--- src/rtl/twfe_pkg.sv ---
package twfe_pkg;
    localparam int SEL_W  = 3;
    localparam int PAGE_W = 9;
    localparam int OFF_W  = 5;
    localparam int ADDR_W = PAGE_W + OFF_W;
    localparam int HI_W   = ADDR_W - 8;
    localparam logic [3:0] KIND_CODE = 4'b1010;

    typedef enum logic [1:0] {
        PH_IDLE = 2'd0,
        PH_RECV = 2'd1,
        PH_ACK  = 2'd2
    } phase_e;

    typedef enum logic [1:0] {
        SL_DEV = 2'd0,
        SL_HI  = 2'd1,
        SL_LO  = 2'd2
    } slot_e;

    typedef struct packed {
        logic [3:0]       kind;
        logic [SEL_W-1:0] sel;
        logic             rd;
    } dev_byte_t;

    typedef struct packed {
        logic [PAGE_W-1:0] page;
        logic [OFF_W-1:0]  off;
    } word_addr_t;

    function automatic logic dev_hit(input dev_byte_t b, input logic [SEL_W-1:0] pins);
        return (b.kind == KIND_CODE) && (b.sel == pins);
    endfunction
endpackage

--- src/rtl/twfe_line_cond.sv ---
module twfe_line_cond #(
    parameter int STAGES = 2
) (
    input  logic clk,
    input  logic rst,
    input  logic scl_raw,
    input  logic sda_raw,
    output logic scl_q,
    output logic sda_q,
    output logic scl_rise,
    output logic scl_fall,
    output logic start_hit,
    output logic stop_hit
);
    logic [STAGES-1:0] scl_sh;
    logic [STAGES-1:0] sda_sh;
    logic              scl_d;
    logic              sda_d;

    // idle bus level is high on both lines
    always_ff @(posedge clk) begin
        if (rst) begin
            scl_sh <= '1;
            sda_sh <= '1;
            scl_d  <= 1'b1;
            sda_d  <= 1'b1;
        end else begin
            scl_sh <= {scl_sh[STAGES-2:0], scl_raw};
            sda_sh <= {sda_sh[STAGES-2:0], sda_raw};
            scl_d  <= scl_sh[STAGES-1];
            sda_d  <= sda_sh[STAGES-1];
        end
    end

    assign scl_q     = scl_sh[STAGES-1];
    assign sda_q     = sda_sh[STAGES-1];
    assign scl_rise  = scl_q & ~scl_d;
    assign scl_fall  = ~scl_q & scl_d;
    // data edges while the clock stays high are bus conditions
    assign start_hit = scl_q & scl_d & sda_d & ~sda_q;
    assign stop_hit  = scl_q & scl_d & ~sda_d & sda_q;
endmodule

--- src/rtl/twfe_shift.sv ---
module twfe_shift (
    input  logic       clk,
    input  logic       rst,
    input  logic       clear,
    input  logic       take,
    input  logic       bit_in,
    output logic [7:0] data,
    output logic [3:0] count
);
    // count 0..8 tracks data bits, 9 marks the acknowledge clock seen
    always_ff @(posedge clk) begin
        if (rst || clear) begin
            data  <= '0;
            count <= '0;
        end else if (take) begin
            if (count < 4'd8) begin
                data  <= {data[6:0], bit_in};
                count <= count + 4'd1;
            end else if (count == 4'd8) begin
                count <= 4'd9;
            end
        end
    end
endmodule

--- src/rtl/twfe_addr_reg.sv ---
module twfe_addr_reg
    import twfe_pkg::*;
(
    input  logic              clk,
    input  logic              rst,
    input  logic              load_hi,
    input  logic              load_lo,
    input  logic [HI_W-1:0]   hi_in,
    input  logic [7:0]        lo_in,
    output logic [ADDR_W-1:0] addr,
    output logic [PAGE_W-1:0] page,
    output logic [OFF_W-1:0]  off
);
    logic [HI_W-1:0] hi_q;
    word_addr_t      split;

    always_ff @(posedge clk) begin
        if (rst) begin
            hi_q <= '0;
            addr <= '0;
        end else begin
            if (load_hi) hi_q <= hi_in;
            if (load_lo) addr <= {hi_q, lo_in};
        end
    end

    assign split = word_addr_t'(addr);
    assign page  = split.page;
    assign off   = split.off;
endmodule

--- src/rtl/twfe_ctrl.sv ---
module twfe_ctrl
    import twfe_pkg::*;
(
    input  logic             clk,
    input  logic             rst,
    input  logic             start_hit,
    input  logic             stop_hit,
    input  logic             scl_fall,
    input  logic [3:0]       count,
    input  logic [7:0]       data,
    input  logic [SEL_W-1:0] sel_pins,
    output logic             clear,
    output logic             load_hi,
    output logic             load_lo,
    output logic             sda_oe,
    output logic             strobe,
    output logic             rd_flag
);
    phase_e    phase_q, phase_n;
    slot_e     slot_q, slot_n;
    logic      oe_n, rd_n, fire;
    dev_byte_t head;

    assign head = dev_byte_t'(data);

    always_comb begin
        phase_n = phase_q;
        slot_n  = slot_q;
        oe_n    = sda_oe;
        rd_n    = rd_flag;
        clear   = 1'b0;
        load_hi = 1'b0;
        load_lo = 1'b0;
        fire    = 1'b0;
        if (stop_hit) begin
            phase_n = PH_IDLE;
            oe_n    = 1'b0;
        end else if (start_hit) begin
            phase_n = PH_RECV;
            slot_n  = SL_DEV;
            oe_n    = 1'b0;
            clear   = 1'b1;
        end else begin
            unique case (phase_q)
                PH_RECV: begin
                    if (scl_fall && count == 4'd8) begin
                        if (slot_q == SL_DEV) begin
                            if (dev_hit(head, sel_pins)) begin
                                oe_n    = 1'b1;
                                rd_n    = head.rd;
                                phase_n = PH_ACK;
                            end else begin
                                phase_n = PH_IDLE;
                            end
                        end else begin
                            oe_n    = 1'b1;
                            phase_n = PH_ACK;
                        end
                    end
                end
                PH_ACK: begin
                    if (scl_fall && count == 4'd9) begin
                        oe_n  = 1'b0;
                        clear = 1'b1;
                        unique case (slot_q)
                            SL_DEV: begin
                                if (rd_flag) begin
                                    fire    = 1'b1;
                                    phase_n = PH_IDLE;
                                end else begin
                                    slot_n  = SL_HI;
                                    phase_n = PH_RECV;
                                end
                            end
                            SL_HI: begin
                                load_hi = 1'b1;
                                slot_n  = SL_LO;
                                phase_n = PH_RECV;
                            end
                            default: begin
                                load_lo = 1'b1;
                                fire    = 1'b1;
                                phase_n = PH_IDLE;
                            end
                        endcase
                    end
                end
                default: ;
            endcase
        end
    end

    always_ff @(posedge clk) begin
        if (rst) begin
            phase_q <= PH_IDLE;
            slot_q  <= SL_DEV;
            sda_oe  <= 1'b0;
            rd_flag <= 1'b0;
            strobe  <= 1'b0;
        end else begin
            phase_q <= phase_n;
            slot_q  <= slot_n;
            sda_oe  <= oe_n;
            rd_flag <= rd_n;
            strobe  <= fire;
        end
    end
endmodule

--- src/rtl/eeprom_bus_front.sv ---
module eeprom_bus_front
    import twfe_pkg::*;
#(
    parameter int SYNC_STAGES = 2
) (
    input  logic              clk,
    input  logic              rst,
    input  logic              scl_in,
    input  logic              sda_in,
    input  logic [SEL_W-1:0]  sel_pins,
    output logic              sda_oe,
    output logic              addr_strobe,
    output logic              rd_flag,
    output logic [ADDR_W-1:0] mem_addr,
    output logic [PAGE_W-1:0] page_idx,
    output logic [OFF_W-1:0]  byte_off
);
    logic       scl_q, sda_q, scl_rise, scl_fall, start_hit, stop_hit;
    logic       clear, load_hi, load_lo;
    logic [7:0] data;
    logic [3:0] count;

    twfe_line_cond #(.STAGES(SYNC_STAGES)) u_line (
        .clk(clk), .rst(rst), .scl_raw(scl_in), .sda_raw(sda_in),
        .scl_q(scl_q), .sda_q(sda_q), .scl_rise(scl_rise), .scl_fall(scl_fall),
        .start_hit(start_hit), .stop_hit(stop_hit)
    );

    twfe_shift u_shift (
        .clk(clk), .rst(rst), .clear(clear), .take(scl_rise), .bit_in(sda_q),
        .data(data), .count(count)
    );

    twfe_ctrl u_ctrl (
        .clk(clk), .rst(rst), .start_hit(start_hit), .stop_hit(stop_hit),
        .scl_fall(scl_fall), .count(count), .data(data), .sel_pins(sel_pins),
        .clear(clear), .load_hi(load_hi), .load_lo(load_lo),
        .sda_oe(sda_oe), .strobe(addr_strobe), .rd_flag(rd_flag)
    );

    twfe_addr_reg u_addr (
        .clk(clk), .rst(rst), .load_hi(load_hi), .load_lo(load_lo),
        .hi_in(data[HI_W-1:0]), .lo_in(data),
        .addr(mem_addr), .page(page_idx), .off(byte_off)
    );
endmodule

--- config.mk ---
export PLATFORM = sky130hd
export DESIGN_NAME = eeprom_bus_front
export DESIGN_NICKNAME = d
export VERILOG_FILES = /design/src/rtl/twfe_pkg.sv /design/src/rtl/twfe_line_cond.sv /design/src/rtl/twfe_shift.sv /design/src/rtl/twfe_addr_reg.sv /design/src/rtl/twfe_ctrl.sv /design/src/rtl/eeprom_bus_front.sv
export SDC_FILE = /design/constraint.sdc
export NUM_CORES = 1
export LEC_CHECK = 0
export ABC_AREA = 1
export CAP_MARGIN = 20
export CORE_ASPECT_RATIO = 0.8
export CORE_UTILIZATION = 55
export CTS_BUF_LIST = sky130_fd_sc_hd__clkbuf_16
export CTS_CLUSTER_DIAMETER = 50
export DETAILED_ROUTE_END_ITERATION = 6
export GPL_TIMING_DRIVEN = 0
export MAX_ROUTING_LAYER = met4
export PLACE_DENSITY = 0.84
export SYNTH_ARGS = -nofsm -noshare
export SYNTH_HDL_FRONTEND = slang
export SYNTH_SLANG_ARGS = --single-unit
--- constraint.sdc ---
create_clock -name clk -period 2 [get_ports clk]
set_input_delay 0.5 -clock clk [delete_from_list [all_inputs] [get_ports clk]]
set_output_delay 0.5 -clock clk [all_outputs]
set_load 0.02 [all_outputs]
==> flow_summary.json, run 1 <==
{
  "top_usage_layer": "met2",
  "pre_cts_slack_ns": 0.244,
  "gr-usage-all-layers_pct": 23.4,
  "critPathRequiredTime_ns": 1.50,
  "viasPerCell": 5.16,
  "htreeDepth": 2,
  "numCtsBuffers": 5,
  "die_x_um": 69.2,
  "grt_max_degree": 13,
  "avgSynthCellArea_um2": 7.26,
  "rsz0062_at_grt": "no",
  "drv_cap": 0,
  "p_total_uw": 1760,
  "syn_inst": 274,
  "crit_arrival_ns": 1.34,
  "finalSetupViolCount": 0,
  "yosys.cell_types.count": 20,
  "worstSetupEndpointType": "primary output",
  "drt_iter0_drc": 111,
  "post-route-period-util_pct": 92.2,
  "io_buffers": 36,
  "synth_area_um2": 1990,
  "min_period_ns": 1.84,
  "layout.cells.non_filler": 360,
  "grt_overflow": 0,
  "synth_top_area_share_pct": 45.3,
  "ctsHoldBuffers": 0,
  "final.setup.tns_ns": 0,
  "area_growth_syn_to_layout_pct": 27.6,
  "cts_tree": "built",
  "finalHoldViolCount": 0,
  "initial_utilization_pct": 57.7,
  "placed_cells": 352,
  "relSlewSlack_pct": 67.0,
  "final_cell_area_um2": 2540,
  "hold_class": "reg -> reg",
  "startpoint_type": "flip-flop",
  "yosys-top-cells-area": "dfxtp_1, nand2_1, a21oi_1, nand3_1, buf_4",
  "fin_worst_skew_ns": 0.00522,
  "status": "completed",
  "grtUsageMet3_pct": 4.71,
  "cts_setup_buffers": 0,
  "worst_slew_pin_slew_ns": 0.494,
  "fin_nets": 329,
  "die_area_um2": 3860,
  "clk-insertion-delay-late_ns": 0.28,
  "ios": 38,
  "route.vias.total": 1859,
  "dpl.hpwl_um": 2960,
  "yosys.area.top_type": "dfxtp_1",
  "ys_async_sr_fraction_pct": 0,
  "path_clk_slew_ns": 0.06,
  "placed_area_um2": 2400,
  "p_per_area_nw_per_um2": 694,
  "cp_max_fo": 3,
  "drive_gt1_share_pct": 10.4,
  "max_freq_mhz": 542,
  "num_antenna_cells": 0,
  "wirelength_um": 4210,
  "maxSlewViolCount": 0,
  "synth_most_common_cell": "nand2_1",
  "crit_type": "reg -> out",
  "grt_pass1_vias": 1651,
  "wl_per_cell_um": 11.7,
  "synth_seq_cells": 45,
  "cts.root.buffer_cell": "clkbuf_16",
  "cts_num_sinks": 45,
  "yosysWarnings": 0,
  "yosys_most_used_dff": "dfxtp_1",
  "synth_common_cells": "nand2_1, dfxtp_1, a21oi_1",
  "grt_util_met2_pct": 37.7,
  "synth_fp_nets": 286,
  "num_rows": 19,
  "grt_pass1_wl_um": 7110,
  "grt_use_met1_pct": 29.8,
  "clock_path_buffers": 2,
  "synth_edf_count": 0,
  "ir_drop_mv": 0.607,
  "yosysSeqAreaShare_pct": 45.3,
  "layout_setup_ws_ns": 0.156,
  "drc": 0,
  "antenna_left": 0,
  "cts_resized": 0,
  "core_um2": 3450,
  "die_y_um": 55.8,
  "first_pass_iters": 4,
  "gp_congestion": 0.827,
  "antenna_found_initial": 0,
  "p_leak_uw": 0.00101
}
## placed cells by master, fill, tap and decap left out, types with 2 or more instances in the layout
master | Yosys | final
inv_1 | 24 | 27
dfxtp_1 | 45 | 45
nor3_1 | 3 | 3
buf_4 | 16 | 16
nand3_1 | 27 | 27
buf_2 | 3 | 3
nor2_1 | 19 | 19
a21oi_1 | 35 | 35
nand2_2 | 2 | 2
clkbuf_16 | 0 | 5
clkdlybuf4s50_1 | 0 | 36
nand2_1 | 75 | 75
nand4_1 | 3 | 3
ha_1 | 5 | 5
clkbuf_1 | 4 | 4
o21ai_0 | 2 | 2
or2_2 | 4 | 4
inv_2 | 3 | 3
## per-stage QoR
stage / utilization [%] / hold WS (ns)
after global routing: 73.6 / 0.441
after CTS: 73.6 / 0.419
after detailed placement: 69.7 / 0.402
after floorplan: - / 0.389
final: 73.6 / 0.415
after global placement: 69.7 / 0.392
## state kept, by name (all words and copies together) (netlist names)
name and cells:
u_addr.addr 14, u_shift.data 8, u_addr.hi_q 6, u_shift.count 4
u_ctrl.phase_q 2, u_ctrl.slot_q 2, u_line.scl_sh 2, u_line.sda_sh 2
u_ctrl.rd_flag 1, u_ctrl.sda_oe 1, u_ctrl.strobe 1, u_line.scl_d 1
u_line.sda_d 1
## final timing paths
kind / from / to / slack [ns] / cells after the start
max: u_addr.addr[9] / page_idx[4] / 0.16 / 2
min: u_line.scl_sh[0] / u_line.scl_sh[1] / 0.41 / 1
max reg2reg: u_shift.count[1] / u_addr.hi_q[2] / 0.36 / 9
min reg2reg: u_line.scl_sh[0] / u_line.scl_sh[1] / 0.41 / 1
## kinds of logic after synthesis
logic type | synth area share (%)
AOI/OAI and AO/OA | 10.1
buffers and inverters | 12.6
adders and majority gates | 3.14
DFF | 45.3
and+or+nand+nor | 28.4
xor gates and xnor gates | 0.440
## routing by layer
metal | share of wire, % | routed length, µm
met1 | 46 | 1950
met2 | 46 | 1920
met3 | 6.6 | 279
met4 | 1.4 | 60
met5 | 0 | 0
## cell type report
cell class / instances / area, µm²
flip-flops and latches: 45 / 901
plain buffers: 23 / 150
fillers: 274 / 908
inverters: 27 / 101
multi-input cells: 179 / 837
clock buffers: 5 / 125
well taps: 42 / 52.6
repair buffers: 36 / 360
clock inverters: 3 / 11.3
## power breakdown
part / total [µW] / leakage, µW / internal [µW] / switching (µW)
combinational: 94.3 / 0.000565 / 37.4 / 56.9
sequential: 914 / 0.000364 / 907 / 6.79
clock: 754 / 0.0000776 / 449 / 305
total: 1760 / 0.00101 / 1390 / 369
## worst max-delay path: stages, from the launching register on
cell	delay, ns
dfxtp_1	0.36
buf_4	0.12
clkdlybuf4s50_1	0.59
Note: power is estimated with default switching activity, not from simulation.
==> inputs of run 2 (changes only) <==
PLACE_DENSITY = unset   (was 0.84)
PLACE_DENSITY_LB_ADDON = 0.15   (was unset)
SLEW_MARGIN = 20   (was unset)
==> run 2 against run 1 <==
  * Clock power is 2% higher
  * Global-route usage is 0.66 points higher
  * Sequential share of layout area about the same
  * Via count barely moved
  * Largest cell class unchanged
  * Sequential cell count stayed put
  * Clock skew is 0.0022 ns higher
==> flow_summary.json, run 2 (synthesis gave the netlist of run 1 again) <==
{
  "grt_max_degree": 14,
  "io_buffers": 36,
  "die_area_um2": 3860,
  "startpoint_type": "flip-flop",
  "antenna_left": 0,
  "worstRegToRegCells": 10,
  "worst_slew_pin_slew_ns": 0.501,
  "gr-usage-all-layers_pct": 24.0,
  "final_common_cell": "nand2_1",
  "rsz0062_at_grt": "no",
  "r2r_end": "u_addr.addr[13]",
  "gp_congestion": 0.921,
  "hold_class": "reg -> reg",
  "route.vias.total": 1860,
  "clk-insertion-delay-late_ns": 0.28,
  "dpl.hpwl_um": 2920,
  "core_um2": 3450,
  "grt_overflow": 0,
  "cp_max_fo": 3,
  "numCtsBuffers": 5,
  "critPathRequiredTime_ns": 1.50,
  "ctsHoldBuffers": 0,
  "post-route-period-util_pct": 92.5,
  "viasPerCell": 5.17,
  "antenna_found_initial": 0,
  "p_leak_uw": 0.00100,
  "crit_type": "reg -> out",
  "ir_drop_mv": 0.555,
  "cts.root.buffer_cell": "clkbuf_16",
  "htreeDepth": 2,
  "max_freq_mhz": 541,
  "wirelength_um": 4090,
  "rrSetupSlack_ns": 0.38,
  "first_pass_iters": 4,
  "seqCellArea_um2": 901,
  "cts_resized": 0,
  "initial_utilization_pct": 57.7,
  "cts_setup_buffers": 0,
  "multi_input_area_um2": 837,
  "num_antenna_cells": 0,
  "area_growth_syn_to_layout_pct": 27.7,
  "fin_worst_skew_ns": 0.00743,
  "drc": 0,
  "reg_top3": "u_addr.addr (14), u_shift.data (8), u_addr.hi_q (6)",
  "wl_per_cell_um": 11.4,
  "pre_cts_slack_ns": 0.237,
  "finalHoldViolCount": 0,
  "final.setup.tns_ns": 0,
  "hp-start": "u_line.sda_sh[0]",
  "die_y_um": 55.8,
  "cts_tree": "built",
  "cts_num_sinks": 45,
  "maxSlewViolCount": 0,
  "drive_gt1_share_pct": 11.0,
  "drt_iter0_drc": 157,
  "nFillCells": 261,
  "worstSetupEndpointType": "primary output",
  "path_clk_slew_ns": 0.06,
  "status": "completed",
  "drv_cap": 0,
  "clock_path_buffers": 2,
  "timing.rr.start": "u_shift.count[1]",
  "die_x_um": 69.2,
  "utilization_pct": 73.7,
  "relSlewSlack_pct": 66.5,
  "final_cell_mix": "nand2_1, dfxtp_1, clkdlybuf4s50_1",
  "startpoint": "u_addr.addr[6]",
  "p_per_area_nw_per_um2": 701,
  "whs_ns": 0.408,
  "num_rows": 19,
  "grt_pass1_vias": 1646,
  "min_period_ns": 1.85,
  "p_total_uw": 1780,
  "grt_pass1_wl_um": 7220,
  "crit_arrival_ns": 1.35,
  "layout_setup_ws_ns": 0.150,
  "max_flop_register": "u_addr.addr",
  "largest_register_ffs": 14,
  "ios": 38,
  "finalSetupViolCount": 0,
  "fin_nets": 329,
  "endpoint": "page_idx[1]"
}
==> run 2: changes by cell type in the layout (fill, tap and decap cells not counted), sizes merged <==
cell,previous run,this run
inv,30,28
clkinv,0,2
==> run 2: where the power goes <==
part | leakage [µW] | total [µW] | internal [µW] | switching, µW
logic | 0.000565 | 95.5 | 37.4 | 58.1
registers | 0.000364 | 914 | 907 | 6.95
clock network | 0.0000748 | 772 | 453 | 319
total | 0.00100 | 1780 | 1400 | 384
==> run 2: final cells by class <==
type | count | area share [%]
plain buffers | 23 | 5.91
clock buffers | 5 | 4.92
clock inverters | 3 | 0.542
inverters | 27 | 3.99
multi-input cells | 179 | 32.9
flip-flops and latches | 45 | 35.5
well taps | 42 | 2.07
repair buffers | 36 | 14.2
==> run 2: critical path, stage by stage (launching register included) <==
cell	delay (ns)
dfxtp_1	0.36
buf_4	0.12
clkdlybuf4s50_1	0.58
==> run 2: per-layer routing <==
metal	GRT usage (%)	wire length (µm)	vias up
met3	5.25	271	7
met2	36.1	1880	70
li1	-	-	950
met4	9.91	61	0
met1	31.6	1880	833
met5	-	0	-
==> run 2: stage by stage <==
stage	area (µm²)	instances
after floorplan	1990	274
after global placement	2400	352
after detailed placement	2400	352
after CTS	2540	360
after global routing	2540	360
final	2540	360
==> run 2: worst min path at each step <==
stage	end	slack [ns]	cells after the start
6_report	u_line.sda_sh[1]	0.41	1
5_1_grt	u_line.scl_sh[1]	0.44	1
4_1_cts	u_line.sda_sh[1]	0.41	1
3_5_place_dp	u_line.sda_sh[1]	0.40	1
3_3_place_gp	u_line.sda_sh[1]	0.39	1
2_1_floorplan	u_line.scl_sh[1]	0.39	1
